`config.mk`:
```
export PLATFORM = sky130hd
export DESIGN_NAME = chan_xor_hash
export DESIGN_NICKNAME = d
export VERILOG_FILES = /design/src/rtl/chash_pkg.sv /design/src/rtl/chash_mask_net.sv /design/src/rtl/chash_cfg_check.sv /design/src/rtl/chash_out_stage.sv /design/src/rtl/chan_xor_hash.sv
export SDC_FILE = /design/constraint.sdc
export NUM_CORES = 1
export LEC_CHECK = 0
export ABC_AREA = 1
export CAP_MARGIN = 20
export CORE_MARGIN = 8
export CORE_UTILIZATION = 47
export DETAILED_ROUTE_END_ITERATION = 7
export PLACE_DENSITY = 0.92
export RECOVER_POWER = 25
export SLEW_MARGIN = 10
export SYNTH_ARGS = -nofsm -noshare
export SYNTH_HDL_FRONTEND = slang
export SYNTH_SLANG_ARGS = --single-unit
export TNS_END_PERCENT = 5
```
`constraint.sdc`:
```
create_clock -name clk -period 1.7 [get_ports clk]
set_input_delay 0.425 -clock clk [delete_from_list [all_inputs] [get_ports clk]]
set_output_delay 0.425 -clock clk [all_outputs]
set_load 0.05 [all_outputs]
```
`src/rtl/chash_pkg.sv`:
```
package chash_pkg;

   // Number of low row bits that take part in the hash
   localparam int HASH_SPAN = 15;
   // Channel index width for the 32-channel hash
   localparam int CHAN_W    = 5;
   // Channel count for which the hash is defined
   localparam int HASH_CHANNELS = 1 << CHAN_W;

   typedef logic [HASH_SPAN-1:0] span_t;
   typedef logic [CHAN_W-1:0]    chan_t;

   // Row-bit selection mask per hashed channel bit
   function automatic span_t hash_mask(input int unsigned chan_bit);
      span_t m;
      case (chan_bit)
         0:       m = 15'h3E69;
         1:       m = 15'h7CD2;
         2:       m = 15'h47CD;
         3:       m = 15'h0F9A;
         4:       m = 15'h1F34;
         default: m = '0;
      endcase
      return m;
   endfunction

endpackage

```
`src/rtl/chash_mask_net.sv`:
```
module chash_mask_net
   import chash_pkg::*;
(
   input  span_t row_lo,
   input  chan_t chan_in,
   output chan_t chan_out
);

   for (genvar b = 0; b < CHAN_W; b++) begin : g_bit
      localparam span_t SEL = hash_mask(b);
      logic fold;
      assign fold        = ^(row_lo & SEL);
      assign chan_out[b] = chan_in[b] ^ fold;
   end

   // The mask net must be a pure XOR: hashing twice with the same row restores the input
   chan_t twice;
   for (genvar b = 0; b < CHAN_W; b++) begin : g_twice
      assign twice[b] = chan_out[b] ^ (^(row_lo & hash_mask(b)));
   end
   always_comb begin
      AST_HASH_INVERTIBLE: assert (twice == chan_in);
   end

endmodule

```
`src/rtl/chash_cfg_check.sv`:
```
module chash_cfg_check #(
   parameter int CNT_W     = 8,
   parameter int SUPPORTED = 32
) (
   input  logic [CNT_W-1:0] chan_count,
   output logic             unsupported
);

   localparam logic [CNT_W-1:0] SUP_VAL = CNT_W'(SUPPORTED);

   if (SUPPORTED >= (1 << CNT_W)) begin : g_bad_width
      $error("chash_cfg_check: CNT_W too narrow for the supported channel count");
   end

   assign unsupported = (chan_count != SUP_VAL);

endmodule

```
`src/rtl/chash_out_stage.sv`:
```
module chash_out_stage
   import chash_pkg::*;
#(
   parameter int ROW_W = 16
) (
   input  logic             clk,
   input  logic             rst_n,
   input  logic             in_valid,
   input  logic [ROW_W-1:0] in_row,
   input  chan_t            raw_chan,
   input  chan_t            mixed_chan,
   input  logic             unsupported,
   output logic             q_valid,
   output logic [ROW_W-1:0] q_row,
   output chan_t            q_chan,
   output logic             q_err
);

   chan_t sel_chan;
   assign sel_chan = unsupported ? raw_chan : mixed_chan;

   always_ff @(posedge clk or negedge rst_n) begin
      if (!rst_n) begin
         q_valid <= 1'b0;
         q_err   <= 1'b0;
         q_chan  <= '0;
         q_row   <= '0;
      end else begin
         q_valid <= in_valid;
         q_err   <= unsupported;
         if (in_valid) begin
            q_chan <= sel_chan;
            q_row  <= in_row;
         end
      end
   end

   AST_VALID_FOLLOWS: assert property (@(posedge clk) disable iff (!rst_n)
      in_valid |=> q_valid);
   AST_IDLE_HOLDS: assert property (@(posedge clk) disable iff (!rst_n)
      !in_valid |=> (!q_valid && $stable(q_chan) && $stable(q_row)));
   AST_UNSUP_PASS: assert property (@(posedge clk) disable iff (!rst_n)
      (in_valid && unsupported) |=> (q_err && q_chan == $past(raw_chan)));
   AST_SUP_NO_ERR: assert property (@(posedge clk) disable iff (!rst_n)
      !unsupported |=> !q_err);

endmodule

```
`src/rtl/chan_xor_hash.sv`:
```
module chan_xor_hash
   import chash_pkg::*;
#(
   parameter int ROW_W = 16,
   parameter int CNT_W = 8
) (
   input  logic             clk,
   input  logic             rst_n,
   input  logic             req_valid,
   input  logic [ROW_W-1:0] req_row,
   input  logic [4:0]       req_chan,
   input  logic [CNT_W-1:0] cfg_chan_count,
   output logic             hash_valid,
   output logic [4:0]       hash_chan,
   output logic [ROW_W-1:0] hash_row,
   output logic             hash_err
);

   if (ROW_W < HASH_SPAN) begin : g_row_too_narrow
      $error("chan_xor_hash: ROW_W must cover at least the hashed row span");
   end

   chan_t mixed;
   logic  unsup;

   chash_mask_net u_net (
      .row_lo   (req_row[HASH_SPAN-1:0]),
      .chan_in  (req_chan),
      .chan_out (mixed)
   );

   chash_cfg_check #(
      .CNT_W     (CNT_W),
      .SUPPORTED (HASH_CHANNELS)
   ) u_cfg (
      .chan_count  (cfg_chan_count),
      .unsupported (unsup)
   );

   chash_out_stage #(
      .ROW_W (ROW_W)
   ) u_out (
      .clk         (clk),
      .rst_n       (rst_n),
      .in_valid    (req_valid),
      .in_row      (req_row),
      .raw_chan    (req_chan),
      .mixed_chan  (mixed),
      .unsupported (unsup),
      .q_valid     (hash_valid),
      .q_row       (hash_row),
      .q_chan      (hash_chan),
      .q_err       (hash_err)
   );

   AST_ROW_PASS: assert property (@(posedge clk) disable iff (!rst_n)
      req_valid |=> hash_row == $past(req_row));

endmodule

```
-- After elaboration in Yosys (flattened, before gate mapping)
Index checks and enable logic that the tools add are counted.
- logic and storage cells: 16
- bits of input ports: 32
- register bits: 23
- bitwise gates (word level): 5
- mux-type cells: 1
- reduce and logical (&&, ||, !) cells: 5
- equality and inequality tests: 1
- operators by type and width (cell ; number):
    XOR reduction 15 bit ; 5
    != test 8 x 6 -> 1 bit (second input constant) ; 1
    two-way mux 5 bit ; 1
    XOR 1 bit ; 5

-- Logic depth before layout (Yosys ltp)
Gate-level depths: netlist of the first run.
- depth after elaboration: 3
- depth in mapped cells: 12
- depth with buffers taken out: 12

-- Hierarchy
From an unflattened synthesis of the first run, not the netlist that was laid out.
- cell total of the unflattened synthesis: 261
- area total of the unflattened synthesis: 1624.1 um^2
- by module, submodules not included (module ; area each (um^2) ; times used ; cells each):
    chash_out_stage ; 923.4 ; 1 ; 112
    chash_mask_net ; 648.1 ; 1 ; 135
    chash_cfg_check ; 52.6 ; 1 ; 14

-- Worst setup path after synthesis of the first run
Ideal clock, no wire load.
- kind: in2reg
- from: input cfg_chan_count[7]
- to: register u_out.q_chan[0]
- stages on the path: 6
- data arrival time: 1220 ps
- path slack: 362 ps
- library setup time: 118 ps
- path through: or2_1 -> nor3_2 -> buf_4 -> nand4_1 -> nand3_1 -> nand2_1
- cells in the longest elaborated chain, start to end: 2
- ends and longest elaborated chain (element ; RTL line ; source):
    start, declared ; chan_xor_hash.sv:12 ; input logic [CNT_W-1:0] cfg_chan_count,
    != test 8 x 6 -> 1 bit ; chash_cfg_check.sv:15 ; assign unsupported = (chan_count != SUP_VAL);
    two-way mux 5 bit ; chash_out_stage.sv:20 ; assign sel_chan = unsupported ? raw_chan : mixed_chan;
    end signal, assigned ; chash_out_stage.sv:32 ; q_chan <= sel_chan;
    end, declared ; chash_out_stage.sv:15 ; output chan_t q_chan,
Every way passes these cells.
A chain may end at the register's enable or synchronous reset.

-- Final worst setup path of the first run
- from: input req_row[12]
- to: register u_out.q_chan[1]
- cells in the longest elaborated chain, start to end: 3
- ends and longest elaborated chain (element ; RTL line ; source):
    start, declared ; chan_xor_hash.sv:10 ; input logic [ROW_W-1:0] req_row,
    XOR reduction 15 bit ; chash_mask_net.sv:12 ; assign fold = ^(row_lo & SEL);
    XOR 1 bit ; chash_mask_net.sv:13 ; assign chan_out[b] = chan_in[b] ^ fold;
    two-way mux 5 bit ; chash_out_stage.sv:20 ;
Every way passes these cells.

==> results.sh, run 1 <==
export IMPL_period_share_pct=90.04
export IMPL_ant_nets=0
export IMPL_worstMarginPinSlew_ps=569.0
export IMPL_use_met3_pct=3.672
export IMPL_critPathRequiredTime_ps=1920
export IMPL_critPathArrivalTime_ps=1750
export IMPL_avgSynthCellArea_um2=6.648
export IMPL_synthCells=214
export IMPL_crit_path_end_kind="flip-flop"
export IMPL_final_cell_mix="nand2_1 (89), buf_4 (33), clkdlybuf4s50_1 (30)"
export IMPL_chipWidth_um=71.02
export IMPL_slew_viol_final=0
export IMPL_cts_num_sinks=23
export IMPL_critPathKind="primary input to flip-flop"
export IMPL_clock_fmax_mhz=653.3
export IMPL_initial_utilization_pct=48.18
export IMPL_startpoint_type="primary input"
export IMPL_clk_path_buf_depth=2
export IMPL_routed_wl_um=3698
export IMPL_skew_ps=0
export IMPL_rows=20
export IMPL_wire_per_inst_um=11.52
export IMPL_overflow=0
export IMPL_min_period_ps=1531
export IMPL_yosysWarnings=0
export IMPL_finalPower_mw=1.515
export IMPL_cts_resized=0
export IMPL_setup_tns_ps=0
export IMPL_synth_compound_area_share_pct=5.629
export IMPL_routabilityCongestion=0.8824
export IMPL_powerDensity_nw_per_um2=682.7
export IMPL_core_um2=2953
export IMPL_antenna_found_initial=0
export IMPL_grt_pass1_wl_um=6451
export IMPL_syn_area_um2=1423
export IMPL_grt_util_all_layers_pct=15.41
export IMPL_ir_drop_mv=0.4536
export IMPL_use_met2_pct=27.19
export IMPL_fin_nets=321
export IMPL_relSlewSlack_pct=62.06
export IMPL_hpwl_um=3061
export IMPL_finalSetupViolCount=0
export IMPL_syn_to_final_growth_pct=55.94
export IMPL_io_pins=55
export IMPL_drc=0
export IMPL_crit_fanout=4
export IMPL_synth_top_family_by_area="simple AND/OR/NAND/NOR gates"
export IMPL_cts_hold_buf=0
export IMPL_final_common_cell="nand2_1"
export IMPL_syn_num_nets=246
export IMPL_hold_violations=0
export IMPL_drt_pass1_iterations=4
export IMPL_fp_dieH_um=71.02
export IMPL_num_vias=1594
export IMPL_seq_area_frac_synth_pct=40.46
export IMPL_first_global_vias=1549
export IMPL_drt_vias_per_instance=4.966
export IMPL_htreeDepth=1
export IMPL_grt_max_degree=37
export IMPL_num_fill_cells=237
export IMPL_synth_xor_area_share_pct=1.847
export IMPL_clock_latency_ps=310
export IMPL_synth_simple_area_share_pct=42.83
export IMPL_drt_iter0_markers=51
export IMPL_synthAdderAreaFrac_pct=0
export IMPL_grt_busiest_layer="met2"
export IMPL_leakagePower_nw=1.171
export IMPL_die_area_um2=5043
export IMPL_yosysUniqueCellTypes=20
export IMPL_root_buffer="clkbuf_4"
export IMPL_numCtsBuffers=3
export IMPL_path_clk_slew_ps=130
export IMPL_cap_violations=0
export IMPL_ys_seq_elements=23
export IMPL_antenna_cells=0
export IMPL_postCtsSetupRepairBufs=0
export IMPL_drive_above_1_share_pct=22.92
export IMPL_synth_mux_area_share_pct=0
export IMPL_cts_tree="built"
export IMPL_port_buffers=54
export IMPL_status="finished clean"
export IMPL_met1_usage_pct=17.23
export IMPL_hold_path_class="flip-flop to flip-flop"
worst paths after layout:
| path | from | endpoint | slack, ps | depth (start not counted) |
|---|---|---|---|---|
| min reg2reg | u_out.q_row[15] | u_out.q_row[15] | 480 | 2 |
| max | req_row[12] | u_out.q_chan[1] | 170 | 12 |
| max in group asynchronous | rst_n | u_out.q_chan[3] | 720 | 2 |
| min | u_out.q_row[15] | u_out.q_row[15] | 480 | 2 |
| min in group asynchronous | rst_n | u_out.q_row[12] | 610 | 2 |
| max reg2reg | u_out.q_row[9] | u_out.q_row[9] | 1000 | 2 |
sequential cells by signal (all words and copies together), names as in the netlist:
register       cells
u_out.q_row       16
u_out.q_chan       5
u_out.q_err        1
u_out.q_valid      1
stage by stage:
stage	util, %	worst slack, ps	cells	area, um2	hold slack [ps]
final	75.13	169.3	321	2218	484.8
after global routing	75.13	-0.3493	321	2218	510.7
after CTS	75.13	164.5	321	2218	449.1
after detailed placement	74.19	-181.0	317	2191	460.3
after global placement	74.19	-122.9	317	2191	454.4
after floorplan	-	361.9	214	1423	129.4
worst max-delay path, stage by stage:
cell and delay (ps):
clkdlybuf4s50_1 510, inv_2 60, nand2_1 130, nand2_2 100, nand2_1 80, nand3_1 90
nand2_1 80, nand2_1 60, nand3_1 60, nand2_1 50, nand3_1 60, nand2_1 50
per-layer routing:
metal  share of wire (%)  vias to the layer above
met5                   0                        -
met4                 2.4                        0
met3                 6.0                        9
met2                  49                       50
met1                  42                      723
li1                    -                      812
power breakdown:
group	total [mW]	switching, mW	internal [mW]
combinational	0.628	0.362	0.266
sequential	0.625	0.0332	0.592
clock	0.261	0.173	0.0882
total	1.51	0.568	0.947
synthesized netlist by cell type:
| library cell | n | share of area (%) |
|---|---|---|
| nor2_2 | 1 | 0.44 |
| dfrtp_1 | 23 | 40 |
| or2_1 | 1 | 0.44 |
| nand2_2 | 7 | 3.1 |
| nand3_1 | 23 | 8.1 |
| buf_4 | 1 | 0.53 |
| clkbuf_1 | 3 | 0.79 |
| xnor2_1 | 2 | 1.2 |
| nand4_1 | 5 | 2.2 |
| nand3b_1 | 1 | 0.53 |
| nor2_1 | 6 | 1.6 |
| nand2_1 | 90 | 24 |
| nor3_2 | 1 | 0.70 |
| nand3_2 | 2 | 1.4 |
| clkinv_1 | 2 | 0.53 |
| o21ai_0 | 16 | 5.6 |
| inv_1 | 22 | 5.8 |
| xor2_1 | 1 | 0.62 |
| inv_2 | 6 | 1.6 |
| or2_4 | 1 | 0.62 |
cells by family (layout without fill, tap and decap cells):
kind of cell	count (synthesis)	after routing
AO/OA/AOI/OAI	16	16
AND/OR/NAND/NOR	138	138
XOR/XNOR	3	3
flip-flops	23	23
buffers and inverters	34	108
layout make-up:
cell class / instances / area [um2] / share of cell area, %
Clock inverter: 1 / 5.005 / 0.2256
Tap cell: 33 / 41.29 / 1.861
Clock buffer: 3 / 22.52 / 1.015
Timing Repair Buffer: 74 / 743.2 / 33.50
Sequential cell: 23 / 575.6 / 25.94
Multi-Input combinational cell: 157 / 718.2 / 32.37
Inverter: 30 / 112.6 / 5.076
No activity file was read; power rests on OpenSTA's default activity.
==> run 2: changes to the inputs <==
SKIP_CTS_REPAIR_TIMING = 1   (was not set)
==> results of run 2 <==
Final layout, timing and power as in run 1 (identical DEF).
==> run 3: changes to the inputs <==
==> constraint.sdc (replaced) <==
create_clock -name clk -period 1.7 [get_ports clk]
set_input_delay 0.34 -clock clk [delete_from_list [all_inputs] [get_ports clk]]
set_output_delay 0.34 -clock clk [all_outputs]
set_load 0.05 [all_outputs]
==> run 3 against run 2 <==
Register-to-register slack better by 40 ps. First-iteration DRC count down 2.0%. Routed wire length down 2.2%. Sequential power down 2%. Critical path type unchanged. Largest power group is now registers.
==> results.sh, run 3 (same netlist as run 1, synthesis figures left out) <==
export IMPL_fin_cells=315
export IMPL_dp_slack_ps=-87.74
export IMPL_seq_area_um2=575.6
export IMPL_critPathRequiredTime_ps=1930
export IMPL_crit_fanout=5
export IMPL_hold_depth=2
export IMPL_finalPower_mw=1.451
export IMPL_chipWidth_um=71.02
export IMPL_die_area_um2=5043
export IMPL_period_share_pct=84.71
export IMPL_grt_util_all_layers_pct=15.26
export IMPL_initial_utilization_pct=48.18
export IMPL_worstMarginPinSlew_ps=566.9
export IMPL_antenna_cells=0
export IMPL_skew_ps=0
export IMPL_drt_iter0_markers=50
export IMPL_routabilityCongestion=0.8423
export IMPL_design_area_um2=2061
export IMPL_syn_to_final_growth_pct=44.86
export IMPL_drive_above_1_share_pct=20.92
export IMPL_htreeDepth=1
export IMPL_met1_usage_pct=16.68
export IMPL_powerDensity_nw_per_um2=704.1
export IMPL_startpoint_type="primary input"
export IMPL_dp_cells=311
export IMPL_rsz0062_at_grt="no"
export IMPL_setup_tns_ps=0
export IMPL_first_global_vias=1544
export IMPL_min_period_ps=1440
export IMPL_fin_ws_ps=260.0
export IMPL_leakagePower_nw=1.101
export IMPL_slew_viol_final=0
export IMPL_largest_reg_flops=16
export IMPL_final_common_cell="nand2_1"
export IMPL_min_to="u_out.q_row[15]"
export IMPL_grt_pass1_wl_um=6417
export IMPL_worstReg2RegStart="u_out.q_row[9]"
export IMPL_reg_top3="u_out.q_row (16), u_out.q_chan (5)"
export IMPL_grt_busiest_layer="met2"
export IMPL_hold_path_class="flip-flop to flip-flop"
export IMPL_routed_wl_um=3616
export IMPL_crit_chain="clkdlybuf4s50_1, inv_2, nand2_1, nand2_1, nand2_1, nand2_1, inv_2, nand2_1, nand3_1, nand2_1, nand3_1, nand2_1"
export IMPL_cap_violations=0
export IMPL_hold_violations=0
export IMPL_clock_fmax_mhz=694.4
export IMPL_multi_input_area_um2=715.7
export IMPL_use_met2_pct=27.91
export IMPL_power_switching_mw=0.5569
export IMPL_fp_dieH_um=71.02
export IMPL_finalSetupViolCount=0
export IMPL_root_buffer="clkbuf_4"
export IMPL_grt_max_degree=37
export IMPL_critPathArrivalTime_ps=1670
export IMPL_wire_per_inst_um=11.48
export IMPL_p_seq_share_pct=42.4
export IMPL_rows=20
export IMPL_dpl_cell_area_um2=2033
export IMPL_clock_latency_ps=320
export IMPL_num_fill_cells=255
export IMPL_crit_path_end_kind="flip-flop"
export IMPL_core_um2=2953
export IMPL_clock_power_share_pct=18.2
export IMPL_io_pins=55
export IMPL_path_common_cell="nand2_1"
export IMPL_drt_pass1_iterations=4
export IMPL_critPathSlowestCell="clkdlybuf4s50_1"
export IMPL_r2r_slack_ps=1040
export IMPL_fin_nets=315
export IMPL_min_from="u_out.q_row[15]"
export IMPL_p_int_mw=0.8940
export IMPL_finish_utilization_pct=69.79
export IMPL_p_sw_share_pct=38.38
export IMPL_top_register="u_out.q_row"
export IMPL_rr_worst_depth=2
export IMPL_status="finished clean"
export IMPL_port_buffers=54
export IMPL_cts_num_sinks=23
export IMPL_clk_path_buf_depth=2
export IMPL_hold_ws_ps=494.0
export IMPL_drt_vias_per_instance=4.860
export IMPL_relSlewSlack_pct=62.21
export IMPL_ant_nets=0
export IMPL_cts_tree="built"
export IMPL_numCtsBuffers=3
export IMPL_num_vias=1531
export IMPL_rr_endpoint="u_out.q_row[9]"
export IMPL_hpwl_um=3016
export IMPL_use_met3_pct=3.814
export IMPL_drc=0
export IMPL_max_stage_delay_ps=540
export IMPL_combPwrFrac_pct=39.3
export IMPL_path_clk_slew_ps=130
export IMPL_critPathKind="primary input to flip-flop"
export IMPL_ir_drop_mv=0.4294
export IMPL_overflow=0
export IMPL_final_cell_mix="nand2_1 (90), buf_4 (36), clkdlybuf4s50_1 (30)"
export IMPL_antenna_found_initial=0
[run 3: worst max-delay path: cells and delay by family]
family | cells | cell delay (ps)
buf+inv | 3 | 700
simple gates | 9 | 630
[run 3: final cells by class]
class                   count  area share, %
clock buffers               3          1.093
clock inverters             1         0.3643
inverters                  30          5.464
multi-input cells         157          34.73
flip-flops and latches     23          27.93
well taps                  33          2.004
repair buffers             68          28.42
[run 3: per-layer routing]
metal	vias to the layer above	wire, um
met4	0	44
met5	-	0
met2	47	1801
met1	672	1529
met3	5	241
li1	807	-
[run 3: worst max-delay path by stage]
| stage | startpoint | endpoint | slack [ps] | depth (start not counted) |
|---|---|---|---|---|
| 4_1_cts | req_row[10] | u_out.q_chan[3] | 250 | 11 |
| 5_1_grt | req_row[13] | u_out.q_chan[1] | 70 | 12 |
| 2_1_floorplan | cfg_chan_count[7] | u_out.q_chan[0] | 450 | 6 |
| 3_5_place_dp | req_row[10] | u_out.q_chan[3] | -90 | 11 |
| 6_report | req_row[10] | u_out.q_chan[4] | 260 | 12 |
| 3_3_place_gp | req_row[4] | u_out.q_chan[3] | -20 | 11 |
[run 3: power groups by stage]
stage	Combinational [mW]	Clock, mW	Sequential, mW
floorplan	0.176	0	0.789
global placement	0.564	0	0.625
detailed placement	0.575	0	0.627
CTS	0.577	0.265	0.616
global route	0.624	0.298	0.621
finish	0.571	0.265	0.615
